--- src/rtl/sar_seq_pkg.sv ---
package sar_seq_pkg;
    localparam int NCH       = 8;
    localparam int CHW       = 3;
    localparam int RESW      = 10;
    localparam int CONV_CLKS = 10;

    typedef enum logic [1:0] {
        ST_IDLE,
        ST_WAKE,
        ST_SAMPLE,
        ST_CONVERT
    } seq_state_t;

    // Returns {found, index} of the lowest set mask bit at or above 'from'.
    function automatic logic [CHW:0] pick_next(input logic [NCH-1:0] mask,
                                               input logic [CHW:0]   from);
        logic [CHW:0] res;
        res = '0;
        for (int i = NCH - 1; i >= 0; i--) begin
            if (mask[i] && (i >= int'(from))) res = {1'b1, CHW'(i)};
        end
        return res;
    endfunction
endpackage

--- src/rtl/sar_clk_div.sv ---
module sar_clk_div #(
    parameter int PRE_W = 6
) (
    input  logic             clk,
    input  logic             rst_n,
    input  logic             run,
    input  logic [PRE_W-1:0] prescale,
    output logic             tick
);
    localparam int CW = PRE_W + 1;
    logic [CW-1:0] cnt;
    logic [CW-1:0] last;

    assign last = {prescale, 1'b1};
    assign tick = run && (cnt == last);

    always_ff @(posedge clk) begin
        if (!rst_n || !run) cnt <= '0;
        else if (cnt == last) cnt <= '0;
        else cnt <= cnt + 1'b1;
    end
endmodule

--- src/rtl/sar_cell_model.sv ---
module sar_cell_model
    import sar_seq_pkg::*;
(
    input  logic                clk,
    input  logic                rst_n,
    input  logic                pwr,
    input  logic                hold,
    input  logic [CHW-1:0]      chsel,
    input  logic [NCH*RESW-1:0] levels,
    output logic [RESW-1:0]     result
);
    always_ff @(posedge clk) begin
        if (!rst_n) result <= '0;
        else if (hold && pwr) result <= levels[int'(chsel)*RESW +: RESW];
    end
endmodule

--- src/rtl/sar_result_bank.sv ---
module sar_result_bank
    import sar_seq_pkg::*;
(
    input  logic            clk,
    input  logic            rst_n,
    input  logic            wr,
    input  logic [CHW-1:0]  wr_ch,
    input  logic [RESW-1:0] wr_data,
    input  logic            rd_en,
    input  logic [CHW-1:0]  rd_ch,
    output logic [RESW-1:0] rd_data,
    output logic [RESW-1:0] last_data,
    output logic [CHW-1:0]  last_ch,
    output logic [NCH-1:0]  eoc,
    output logic [NCH-1:0]  ovr
);
    logic [RESW-1:0] data_q [NCH];

    assign rd_data = data_q[rd_ch];

    generate
        for (genvar g = 0; g < NCH; g++) begin : g_chan
            logic hit_wr, hit_rd;
            assign hit_wr = wr && (wr_ch == CHW'(g));
            assign hit_rd = rd_en && (rd_ch == CHW'(g));
            always_ff @(posedge clk) begin
                if (!rst_n) begin
                    data_q[g] <= '0;
                    eoc[g]    <= 1'b0;
                    ovr[g]    <= 1'b0;
                end else if (hit_wr) begin
                    data_q[g] <= wr_data;
                    eoc[g]    <= 1'b1;
                    ovr[g]    <= (eoc[g] && !hit_rd) || (ovr[g] && !hit_rd);
                end else if (hit_rd) begin
                    eoc[g] <= 1'b0;
                    ovr[g] <= 1'b0;
                end
            end
        end
    endgenerate

    always_ff @(posedge clk) begin
        if (!rst_n) begin
            last_data <= '0;
            last_ch   <= '0;
        end else if (wr) begin
            last_data <= wr_data;
            last_ch   <= wr_ch;
        end
    end
endmodule

--- src/rtl/sar_seq_ctrl.sv ---
module sar_seq_ctrl
    import sar_seq_pkg::*;
#(
    parameter int PRE_W = 6,
    parameter int SH_W  = 4,
    parameter int ST_W  = 8
) (
    input  logic                clk,
    input  logic                rst_n,
    input  logic                trig,
    input  logic [PRE_W-1:0]    cfg_prescale,
    input  logic [SH_W-1:0]     cfg_shtime,
    input  logic [ST_W-1:0]     cfg_startup,
    input  logic                cfg_sleep,
    input  logic                cfg_lowres,
    input  logic [NCH-1:0]      cfg_chan_en,
    input  logic [NCH-1:0]      cfg_touch_en,
    input  logic [NCH*RESW-1:0] ana_level,
    input  logic                rd_en,
    input  logic [CHW-1:0]      rd_ch,
    output logic [RESW-1:0]     rd_data,
    output logic [RESW-1:0]     last_data,
    output logic [CHW-1:0]      last_ch,
    output logic [NCH-1:0]      eoc,
    output logic [NCH-1:0]      ovr,
    output logic                xfer_req,
    output logic                xfer_size,
    output logic [15:0]         xfer_data,
    output logic                busy,
    output logic                adc_pwr
);
    localparam int XW = 16;

    seq_state_t      state;
    logic [ST_W-1:0] phase_cnt;
    logic [CHW-1:0]  cur_ch;
    logic [NCH-1:0]  lat_mask;
    logic            adc_tick;
    logic [CHW:0]    first_pick, next_pick;
    logic            cell_hold, conv_done, eff_low;
    logic [RESW-1:0] cell_res, store_val;

    assign first_pick = pick_next(cfg_chan_en, '0);
    assign next_pick  = pick_next(lat_mask, {1'b0, cur_ch} + 1'b1);

    sar_clk_div #(.PRE_W(PRE_W)) div_i (
        .clk(clk), .rst_n(rst_n), .run(state != ST_IDLE),
        .prescale(cfg_prescale), .tick(adc_tick)
    );

    // State register and sequencing counters
    always_ff @(posedge clk) begin
        if (!rst_n) begin
            state     <= ST_IDLE;
            phase_cnt <= '0;
            cur_ch    <= '0;
            lat_mask  <= '0;
        end else begin
            unique case (state)
                ST_IDLE: begin
                    phase_cnt <= '0;
                    if (trig && first_pick[CHW]) begin
                        lat_mask <= cfg_chan_en;
                        cur_ch   <= first_pick[CHW-1:0];
                        state    <= cfg_sleep ? ST_WAKE : ST_SAMPLE;
                    end
                end
                ST_WAKE: if (adc_tick) begin
                    if (phase_cnt == cfg_startup) begin
                        phase_cnt <= '0;
                        state     <= ST_SAMPLE;
                    end else phase_cnt <= phase_cnt + 1'b1;
                end
                ST_SAMPLE: if (adc_tick) begin
                    if (phase_cnt == ST_W'(cfg_shtime)) begin
                        phase_cnt <= '0;
                        state     <= ST_CONVERT;
                    end else phase_cnt <= phase_cnt + 1'b1;
                end
                ST_CONVERT: if (adc_tick) begin
                    if (phase_cnt == ST_W'(CONV_CLKS - 1)) begin
                        phase_cnt <= '0;
                        if (next_pick[CHW]) begin
                            cur_ch <= next_pick[CHW-1:0];
                            state  <= ST_SAMPLE;
                        end else state <= ST_IDLE;
                    end else phase_cnt <= phase_cnt + 1'b1;
                end
                default: state <= ST_IDLE;
            endcase
        end
    end

    // Outputs decoded from the state
    always_comb begin
        busy      = (state != ST_IDLE);
        adc_pwr   = cfg_sleep ? (state != ST_IDLE) : 1'b1;
        cell_hold = (state == ST_SAMPLE) && adc_tick && (phase_cnt == ST_W'(cfg_shtime));
        conv_done = (state == ST_CONVERT) && adc_tick && (phase_cnt == ST_W'(CONV_CLKS - 1));
        eff_low   = cfg_lowres && !cfg_touch_en[cur_ch];
        store_val = eff_low ? {2'b00, cell_res[RESW-1:2]} : cell_res;
    end

    sar_cell_model cell_i (
        .clk(clk), .rst_n(rst_n), .pwr(adc_pwr), .hold(cell_hold),
        .chsel(cur_ch), .levels(ana_level), .result(cell_res)
    );

    sar_result_bank bank_i (
        .clk(clk), .rst_n(rst_n), .wr(conv_done), .wr_ch(cur_ch),
        .wr_data(store_val), .rd_en(rd_en), .rd_ch(rd_ch), .rd_data(rd_data),
        .last_data(last_data), .last_ch(last_ch), .eoc(eoc), .ovr(ovr)
    );

    always_ff @(posedge clk) begin
        if (!rst_n) begin
            xfer_req  <= 1'b0;
            xfer_size <= 1'b0;
            xfer_data <= '0;
        end else begin
            xfer_req <= conv_done;
            if (conv_done) begin
                xfer_size <= !eff_low;
                xfer_data <= XW'(store_val);
            end
        end
    end
endmodule

--- config.mk ---
export PLATFORM = sky130hd
export DESIGN_NAME = sar_seq_ctrl
export DESIGN_NICKNAME = d
export VERILOG_FILES = /design/src/rtl/sar_seq_pkg.sv /design/src/rtl/sar_clk_div.sv /design/src/rtl/sar_cell_model.sv /design/src/rtl/sar_result_bank.sv /design/src/rtl/sar_seq_ctrl.sv
export SDC_FILE = /design/constraint.sdc
export NUM_CORES = 1
export LEC_CHECK = 0
export ABC_AREA = 1
export BUFFER_PORTS_ARGS = -buffer_cell sky130_fd_sc_hd__buf_2
export CAP_MARGIN = 20
export CORE_MARGIN = 5
export CORE_UTILIZATION = 35
export DETAILED_ROUTE_END_ITERATION = 16
export PLACE_DENSITY = 0.54
export REMOVE_ABC_BUFFERS = 1
export SETUP_SLACK_MARGIN = 0.3
export SLEW_MARGIN = 30
export SYNTH_ARGS = -nofsm -noshare
export SYNTH_HDL_FRONTEND = slang
export SYNTH_HIERARCHICAL = 1
export SYNTH_SLANG_ARGS = --single-unit
--- constraint.sdc ---
create_clock -name clk -period 8.9 [get_ports clk]
set_input_delay 0 -clock clk [delete_from_list [all_inputs] [get_ports clk]]
set_output_delay 0 -clock clk [all_outputs]
set_load 0.03 [all_outputs]
==> results.md, run 1 <==
- Run status: finished clean
- Hold_buf cts: 9
- Die extent in y: 171 um
- Number of buffers added on ports: 175
- Ys async rst share: 0%
- Clk slew on worst S/H paths: 70 ps
- Worst Hold Class: primary input to flip-flop
- CP Class: flip-flop to flip-flop
- Worst Setup Start Kind: flip-flop
- CP required: 8960 ps
- DRC: 0
- Starting Density: 35.7%
- Gr usage total: 17.7%
- Post-synthesis sequential area ratio: 44.1%
- CP arrival: 3210 ps
- Crit path depth: 12
- # fillers: 2,668
- Flops & latches, synth: 159
- Top_reg_cell synth: edfxtp_1
- Kind of end point of the critical path: flip-flop
- Max Slew Vio Count: 0
- Syn Area/Cell: 7.13 um^2
- Routed vias/inst: 4.55
- Count leader, synth: nand2_1
- Worst R2R Start: div_i/cnt[3]
- Setup_tns: 0 ps
- Unique masters post-synth: 39
- Fmax achieved: 317 MHz
- Congestion Overflow GR: 0
- Setup violators final: 0
- Hpwl dp: 18,900 um
- Layout cells sized above 1: 20.4%
- Postcts setup bufs: 0
- Cell Area, Synth: 9030 um^2
- Power Density: 194 nW/um^2
- Hold EP: cell_i/result[1]
- Seq. cell area: 3990 um^2
- Worst path bufs/invs: 4
- Area of the die: 29,100 um^2
- RSZ-0062 raised after global routing: false
- Final net count: 1,557
- CORE AREA: 25,300 um^2
- Largest stage delay, worst path: 680 ps
- Vias in the first global route: 7,770
- MaxCap Viol Count: 0
- Pleak: 5.24 nW
- Reg-to-reg slack, setup: 5750 ps
- Routed WL per cell: 14.3 um
- Routed Antenna Nets: 0
- Critical-path top delay cell: o21ai_1
- DRT Wirelength: 25,400 um
- Synth-to-Final Area Change: 18.2%
- Slew HR: 43.3%
- Fin area: 10,700 um^2
- Worst Tran Pin Value: 851 ps
- Worst r2r path cells: 12
- Worst r2r dst: bank_i/data_q[1][5]
- Fin Clk Skew: 13.7 ps
- Worst skew pair latency: 430 ps
- Peak VDD IR: 0.000125 V
- Placed Area: 10,000 um^2
- First-pass GRT wire length: 40,900 um
- I/O Pins: 182
- Cell taking the most area after synthesis: edfxtp_1
- Gate Count Post-Synth: 1,267
- Final worst-path cycle share: 35.4%
- Synth top area cells: edfxtp_1 27%, nand2_1 18%, dfxtp_1 18%
- Commonest cells post-synth: 440 x nand2_1, 151 x inv_1, 141 x nor2_1
- Initial antenna violation count: 0
- Final hold viol count: 0
- Cell Rows: 58
- Most used cell, CP: nand2_1
- Hold depth: 7
- Largest net degree at the start of global routing: 81
- Initial DRC count: 509
- Design Power: 2.07 mW
- H-Tree Depth: 4
- Family with the most delay on the worst path: buffers and inverters
- CTS buffer count: 17
- Number of synthesized flops with an enable pin: 80
- Clk root buf: clkbuf_16
- CTS tree: built
- Yosys top cell area share: 26.6%
- Die W: 171 um
- Post-layout minimum cycle time: 3150 ps
- Crit Path Max Fanout: 41
- Hold path startpoint: ana_level[61]
- Synth warn: 6
- Clock tree buffer depth: 2
- Ant. Diodes: 0
- Drt pass-1 iters: 7
- Resized Gates After CTS: 0
- Crit path cell chain: inv_1, nand2_1, nand2_1, nor2_1, nand2_1, nor3b_1, buf_4, nand3_1, buf_4, inv_2, nand2_4, o21ai_1
- DR vias: 8,055
- Placer Congestion: 0.882
- Footprint of the multi-input gates: 3980 um^2
- Sink Count: 159
cell families after synthesis:
logic type | synth area share (%)
adder cells (fa/ha/maj) | 0.970
flip-flops | 44.1
AND/OR/NAND/NOR | 34.1
XOR/XNOR | 0.970
buffers and inverters | 12.0
other | 0.0415
AO/OA/AOI/OAI | 7.75
final cells by class:
class / count / area share [%]
well taps: 330 / 3.87
clock inverters: 15 / 1.42
multi-input cells: 877 / 37.3
repair buffers: 195 / 9.83
inverters: 177 / 6.25
clock buffers: 17 / 3.99
flip-flops and latches: 159 / 37.3
placed cells by master (no fill, tap or decap), types with 3 or more instances in the layout:
| cell type | instances |
|---|---|
| clkinv_1 | 13 |
| nor3_1 | 3 |
| inv_1 | 151 |
| edfxtp_1 | 80 |
| buf_2 | 175 |
| nand2_1 | 440 |
| inv_8 | 8 |
| inv_2 | 12 |
| clkbuf_16 | 17 |
| dlygate4sd3_1 | 9 |
| xor2_1 | 5 |
| conb_1 | 6 |
| dfxtp_1 | 78 |
| a21oi_2 | 15 |
| nand4_1 | 10 |
| inv_6 | 6 |
| o21ai_0 | 44 |
| o21ai_2 | 4 |
| nand2_4 | 5 |
| nand3_1 | 97 |
| xnor2_1 | 5 |
| o21ai_1 | 15 |
| nand2_2 | 16 |
| nand3_2 | 3 |
| a21oi_1 | 35 |
| nor2_1 | 141 |
| ha_1 | 7 |
| nor2_2 | 14 |
| buf_4 | 11 |
power breakdown:
group / internal, mW / total (mW) / switching, mW
Combinational: 0.160 / 0.522 / 0.361
Sequential: 0.803 / 0.827 / 0.0238
Clock: 0.378 / 0.721 / 0.343
Total: 1.34 / 2.07 / 0.728
flip-flops by register name, summed over array words and instances, names as in the netlist:
signal            cells
bank_i/data_q        80
bank_i/last_data     10
cell_i/result        10
xfer_data            10
bank_i/eoc            8
bank_i/ovr            8
lat_mask              8
phase_cnt             8
div_i/cnt             7
bank_i/last_ch        3
cur_ch                3
state                 2
xfer_req              1
xfer_size             1
tightest hold or removal path, stage by stage:
cell     delay, ps
buf_2           90
inv_1           40
nand2_1         40
nand3_1         50
nand3_1         60
nand2_1         80
a21oi_2         50
worst max-delay path by stage:
stage,startpoint,endpoint,slack (ps)
6_report,div_i/cnt[3],bank_i/data_q[1][5],5750
5_1_grt,div_i/cnt[0],bank_i/data_q[1][6],5430
4_1_cts,div_i/cnt[0],bank_i/data_q[1][6],5680
3_5_place_dp,div_i/cnt[0],bank_i/data_q[1][8],5680
3_3_place_gp,div_i/cnt[2],bank_i/data_q[1][3],5370
2_1_floorplan,state[1],bank_i/data_q[1][0],5490
routing by layer:
layer  vias to the layer above  part of all wire [%]  track usage [%]
met4                         0                   1.4             4.79
met2                       215                    48             29.9
met3                        21                   6.4             4.46
met5                         -                     0                0
met1                      3575                    44             22.5
li1                       4244                     -                -
per-stage QoR:
stage               std cells  setup slack, ps  utilization [%]  hold WS [ps]
floorplan                1213             5490                -           123
global placement         1729             5370             39.5           321
detailed placement       1729             5680             39.5           315
CTS                      1770             5680             42.1          21.1
global route             1770             5430             42.1          63.5
finish                   1770             5750             42.1          34.4
Power figures use the tool's default switching activity.
==> inputs of run 2 (changes only) <==
clock period = 3.3 ns   (was 8.9 ns; I/O delays follow)
==> results.md, run 2 (synthesis results as in run 1) <==
- Hold path startpoint: rd_en
- Synth-to-Final Area Change: 18.8%
- Crit path cell chain: a21boi_0, nand3_1, nor3b_1, nand3_1, buf_4, inv_2, nand2_4, inv_2, nand3_1, nand2_1
- Fin Clk Skew: 13.9 ps (+0.149 ps)
- Area of the die: 29,100 um^2 (unchanged)
- Run status: finished clean
- Clock tree buffer depth: 2 (unchanged)
- Routed wl met2: 12,000 um (-2.3%)
- Congestion Overflow GR: 0 (unchanged)
- Kind of end point of the critical path: flip-flop
- Setup ws final: 767 ps (-4980 ps)
- Worst skew pair latency: 440 ps (about the same)
- Routed wl met3: 1930 um (+19%)
- Clk root buf: clkbuf_16
- Worst r2r dst: bank_i/data_q[7][1]
- Worst Setup Start Kind: flip-flop
- Hold EP: bank_i/eoc[1]
- Dpl ws: 732 ps (-4950 ps)
- Worst path bufs/invs: 3 (-1)
- Most frequent cells in the layout: 440 x nand2_1, 175 x buf_2, 151 x inv_1, 141 x nor2_1, 97 x nand3_1
- Layout cells sized above 1: 20.6% (+0.22 points)
- Number of buffers added on ports: 175 (unchanged)
- Final net count: 1,561 (+0.26%)
- Clock power share: 35.6% (+0.7 points)
- Top sig layer: met4
- Resized Gates After CTS: 0 (unchanged)
- Power Density: 529 nW/um^2 (+170%)
- Starting Density: 35.7% (unchanged)
- Gr usage total: 17.8% (+0.16 points)
- H-Tree Depth: 4 (unchanged)
- Initial DRC count: 520 (+2.2%)
- Pleak: 5.26 nW (+0.39%)
- Placer Congestion: 0.915 (+3.8%)
- CTS tree: built
- Routed WL per cell: 14.6 um (+1.6%)
- Top reg by flops: bank_i/data_q
- Largest net degree at the start of global routing: 46 (-43%)
- Util after Layout: 42.3% (+0.22 points)
- First-pass GRT wire length: 41,000 um (+0.30%)
- Final Non-Filler Cells: 1,774 (+0.23%)
- Crit Path Max Fanout: 12 (-71%)
- Sequential Power Share: 39.6% (-0.3 points)
- Most common cell after layout, fill and taps aside: nand2_1
- Most used cell, CP: nand3_1
- Routed Antenna Nets: 0 (unchanged)
- Family with the most delay on the worst path: simple AND/OR/NAND/NOR gates
- Post-layout minimum cycle time: 2530 ps (-621 ps)
- Design Power: 5.67 mW (+170%)
- Final hold viol count: 0 (unchanged)
- Worst Hold Class: primary input to flip-flop
- Drt pass-1 iters: 8 (+1)
- Net switching power figure: 1.93 mW (+160%)
- Vias in the first global route: 7,842 (+0.93%)
- Sw Ratio: 34.0% (-1.2 points)
- Setup violators final: 0 (unchanged)
- Cell count after placement: 1,733 (+0.23%)
- CTS buffer count: 17 (unchanged)
- CP Class: flip-flop to flip-flop
- Initial antenna violation count: 0 (unchanged)
- Worst Tran Pin Value: 699 ps (-151 ps)
- CP arrival: 2610 ps (-600 ps)
- Largest stage delay, worst path: 380 ps (-300 ps)
- CORE AREA: 25,300 um^2 (unchanged)
- I/O Pins: 182 (unchanged)
- Internal power: 3.74 mW (+180%)
- Ant. Diodes: 0 (unchanged)
- Reg-to-reg slack, setup: 770 ps (-4980 ps)
- Sink Count: 159 (unchanged)
- Cell Rows: 58 (unchanged)
- Hold depth: 6 (-1)
- Hpwl dp: 19,400 um (+2.8%)
- Worst r2r path cells: 10 (-2)
- Routed vias/inst: 4.58 (+0.54%)
- Fmax achieved: 395 MHz (+25%)
- Worst R2R Start: div_i/cnt[0]
- Final worst-path cycle share: 76.8% (+41 points)
- Peak VDD IR: 0.000266 V (+110%)
- DRC: 0 (unchanged)
- MaxCap Viol Count: 0 (unchanged)
- Critical-path top delay cell: nand2_1
- Clk slew on worst S/H paths: 70 ps (about the same)
- Max reg flops: 80 (unchanged)
- Max Slew Vio Count: 0 (unchanged)
- Die extent in y: 171 um (unchanged)
- CP required: 3370 ps (-5590 ps)
- Slew HR: 53.3% (+10 points)
- Comb power frac: 24.9% (-0.3 points)
- Sum of routed wire segments on met1: 11,400 um (+2.8%)
- DR vias: 8,117 (+0.77%)
- Die W: 171 um (unchanged)
- RSZ-0062 raised after global routing: false
- DRT Wirelength: 25,800 um (+1.8%)
run 2: cell types whose count changed in the layout (fill, tap and decap cells not counted), sizes merged:
cell | before | now
inv | 178 | 172
buf | 186 | 190
bufinv | 0 | 2
clkinv | 14 | 16
clkinvlp | 0 | 2
run 2: routing by layer:
metal	global-route usage (%)	vias to the layer above
met3	5.15	35
met1	23.0	3555
li1	-	4271
met2	29.5	256
met5	0	-
met4	4.69	0
run 2: tightest hold or removal path: stages:
cell and delay, ps:
buf_2 110, inv_1 40, nor2_1 60, nand2_1 90
nand3_1 60, nand2_1 60
run 2: cell type report:
class | count | area [um^2]
clock inverters | 15 | 176
repair buffers | 199 | 1080
flip-flops and latches | 159 | 3990
clock buffers | 17 | 425
multi-input cells | 877 | 3980
inverters | 177 | 667
well taps | 330 | 413
fillers | 2627 | 14600
run 2: metrics by stage:
stage,hold WS (ps),cell area (um^2),TNS (ps)
finish,19.8,10700,0
CTS,4.21,10700,0
global placement,329,10000,0
detailed placement,329,10000,0
floorplan,123,8630,-6010
global route,24.1,10700,0
run 2: power groups by stage:
stage	sequential (mW)	clock, mW	combinational, mW
after floorplan	2.31	0	0.923
after global placement	2.29	0	1.42
after detailed placement	2.29	0	1.41
after CTS	2.25	2.04	1.42
after global routing	2.26	2.11	1.59
final	2.24	2.02	1.41
run 2: what timing repair did:
action | in CTS | in global routing
endpoints found under the hold margin | 10 | 0
hold buffers | 9 | 0
buffers inserted | 0 | 0
setup endpoints to repair | 0 | 0
run 2: worst max-delay path by stage:
stage,startpoint,end,slack (ps),cells after the start
2_1_floorplan,state[1],bank_i/data_q[1][0],-110,7
3_3_place_gp,div_i/cnt[2],bank_i/data_q[7][4],770,13
3_5_place_dp,div_i/cnt[0],bank_i/data_q[7][1],730,10
4_1_cts,div_i/cnt[0],bank_i/data_q[7][8],710,10
5_1_grt,div_i/cnt[0],cell_i/result[3],410,10
6_report,div_i/cnt[0],bank_i/data_q[7][1],770,10
==> inputs of run 3 (changes only) <==
PLACE_DENSITY = 0.56   (was 0.54)
clock period = 2.03 ns   (was 3.3 ns; I/O delays follow)
==> results.md, run 3 (synthesis results as in run 1) <==
- DRC: 0 (unchanged)
- Top reg by flops: bank_i/data_q
- Initial DRC count: 374 (-28%)
- Slew HR: 30.2% (-23 points)
- Fin Clk Skew: 12.1 ps (-1.73 ps)
- Largest net degree at the start of global routing: 42 (-8.7%)
- Cell Rows: 58 (unchanged)
- Congestion Overflow GR: 0 (unchanged)
- Routed Antenna Nets: 0 (unchanged)
- Sink Count: 159 (unchanged)
- RSZ-0062 raised after global routing: true
- Final net count: 1,657 (+6.1%)
- DR vias: 8,642 (+6.5%)
- Most common cell after layout, fill and taps aside: nand2_1
- Hpwl dp: 19,700 um (+1.7%)
- Run status: finished clean
- Worst Tran Pin Value: 1050 ps (+348 ps)
- Routed vias/inst: 4.62 (+0.95%)
- Post-layout minimum cycle time: 2010 ps (-524 ps)
- Most frequent cells in the layout: 423 x nand2_1, 175 x buf_2, 147 x inv_1, 94 x nand3_1, 80 x edfxtp_1
- CTS buffer count: 17 (unchanged)
- Final hold viol count: 0 (unchanged)
- Crit path cell chain: inv_2, nand2_1, nand2_1, nor2_1, nand2_1, nor3b_2, buf_4, nand3_4, inv_4, buf_12, nand2_8, inv_6, nand3_4, nand2_4, buf_12, buf_16
- Largest stage delay, worst path: 350 ps (-30 ps)
- Design Power: 9.70 mW (+71%)
- Hold EP: lat_mask[5]
- Final worst-path cycle share: 99.0% (+22 points)
- Worst Setup Start Kind: flip-flop
- Gr usage total: 19.2% (+1.3 points)
- CP required: 2190 ps (-1180 ps)
- Critical-path top delay cell: dfxtp_2
- Drt pass-1 iters: 5 (-3)
- CTS tree: built
- H-Tree Depth: 4 (unchanged)
- Worst skew pair latency: 440 ps (about the same)
- Reg-to-reg slack, setup: 20 ps (-750 ps)
- Worst r2r dst: bank_i/data_q[7][2]
- Placer Congestion: 0.914 (-0.11%)
- Peak VDD IR: 0.000530 V (+100%)
- Hold depth: 3 (-3)
- MaxCap Viol Count: 0 (unchanged)
- Worst hold slack: 11.7 ps (-8.14 ps)
- Pleak: 6.01 nW (+14%)
- Initial antenna violation count: 0 (unchanged)
- Crit Path Max Fanout: 5 (-7)
- Setup violators final: 0 (unchanged)
- Max Slew Vio Count: 0 (unchanged)
- Clk root buf: clkbuf_16
- Kind of end point of the critical path: flip-flop
- Worst Hold Class: primary input to flip-flop
- Hold path startpoint: trig
- Family with the most delay on the worst path: simple AND/OR/NAND/NOR gates
- Worst R2R Start: div_i/cnt[3]
- Worst path bufs/invs: 7 (+4)
- Worst r2r path cells: 16 (+6)
- Max reg flops: 80 (unchanged)
- CP Class: flip-flop to flip-flop
- Area of the die: 29,100 um^2 (unchanged)
- Clock tree buffer depth: 2 (unchanged)
- I/O Pins: 182 (unchanged)
- Most used cell, CP: nand2_1
- Starting Density: 35.7% (unchanged)
- Vias in the first global route: 8,481 (+8.1%)
- Crit path depth: 16 (+6)
- CP arrival: 2160 ps (-450 ps)
- Fmax achieved: 498 MHz (+26%)
- Power Density: 776 nW/um^2 (+47%)
- Die extent in y: 171 um (unchanged)
- Die W: 171 um (unchanged)
- Layout cells sized above 1: 33.2% (+13 points)
- First-pass GRT wire length: 44,100 um (+7.5%)
- Routed WL per cell: 14.8 um (+1.8%)
- DRT Wirelength: 27,700 um (+7.3%)
- CORE AREA: 25,300 um^2 (unchanged)
- Number of buffers added on ports: 175 (unchanged)
- Synth-to-Final Area Change: 38.4%
- Clk slew on worst S/H paths: 70 ps (about the same)
[run 3: what timing repair did]
| action | 4_1_cts | 5_1_grt |
|---|---|---|
| gates resized for setup | 110 | 130 |
| setup endpoints to repair | 219 | 221 |
| setup buffers | 14 | 11 |
| pin swaps | 22 | 36 |
| cloned | 14 | 2 |
| endpoints found under the hold margin | 11 | 0 |
| hold buffers | 9 | 0 |
[run 3: layer usage]
layer	track usage (%)	routed length, um
met2	32.4	13400
met3	4.76	1960
met5	0	0
met1	23.9	11600
met4	6.60	716
[run 3: per-stage QoR]
step	cell area [um^2]	setup TNS [ps]	util, %	std cells	worst slack, ps
6_report	12500	0	49.3	1871	21.0
5_1_grt	12500	-22830	49.3	1870	-168
4_1_cts	12000	-622	47.3	1857	-26.4
3_5_place_dp	10600	-12020	41.8	1788	-190
3_3_place_gp	10600	-5920	41.8	1788	-132
2_1_floorplan	8630	-182140	-	1213	-1380
[run 3: layout make-up]
class | instances | area (um^2)
diodes | 1 | 2.50
clock buffers | 17 | 425
clock inverters | 15 | 155
fillers | 2493 | 12800
inverters | 177 | 679
multi-input cells | 880 | 4530
flip-flops and latches | 159 | 3990
well taps | 330 | 413
repair buffers | 292 | 2290
[run 3: where the power goes]
group          switching [mW]  total, mW  internal, mW
registers              0.0992       3.62          3.52
clock network            1.51       3.16          1.65
logic                    1.84       2.92          1.08
total                    3.45       9.70          6.25
[run 3: tightest hold or removal path, cell delays in order]
cell and delay (ps):
buf_2 110, nand3_1 190, a21oi_1 90
[run 3: how the worst max path moves through the flow]
stage / endpoint / from
after CTS: bank_i/data_q[3][2] / div_i/cnt[4]
after floorplan: bank_i/data_q[1][0] / state[1]
after global routing: bank_i/data_q[7][0] / div_i/cnt[3]
final: bank_i/data_q[7][2] / div_i/cnt[3]
after detailed placement: bank_i/data_q[0][9] / div_i/cnt[0]
after global placement: bank_i/data_q[0][9] / div_i/cnt[0]
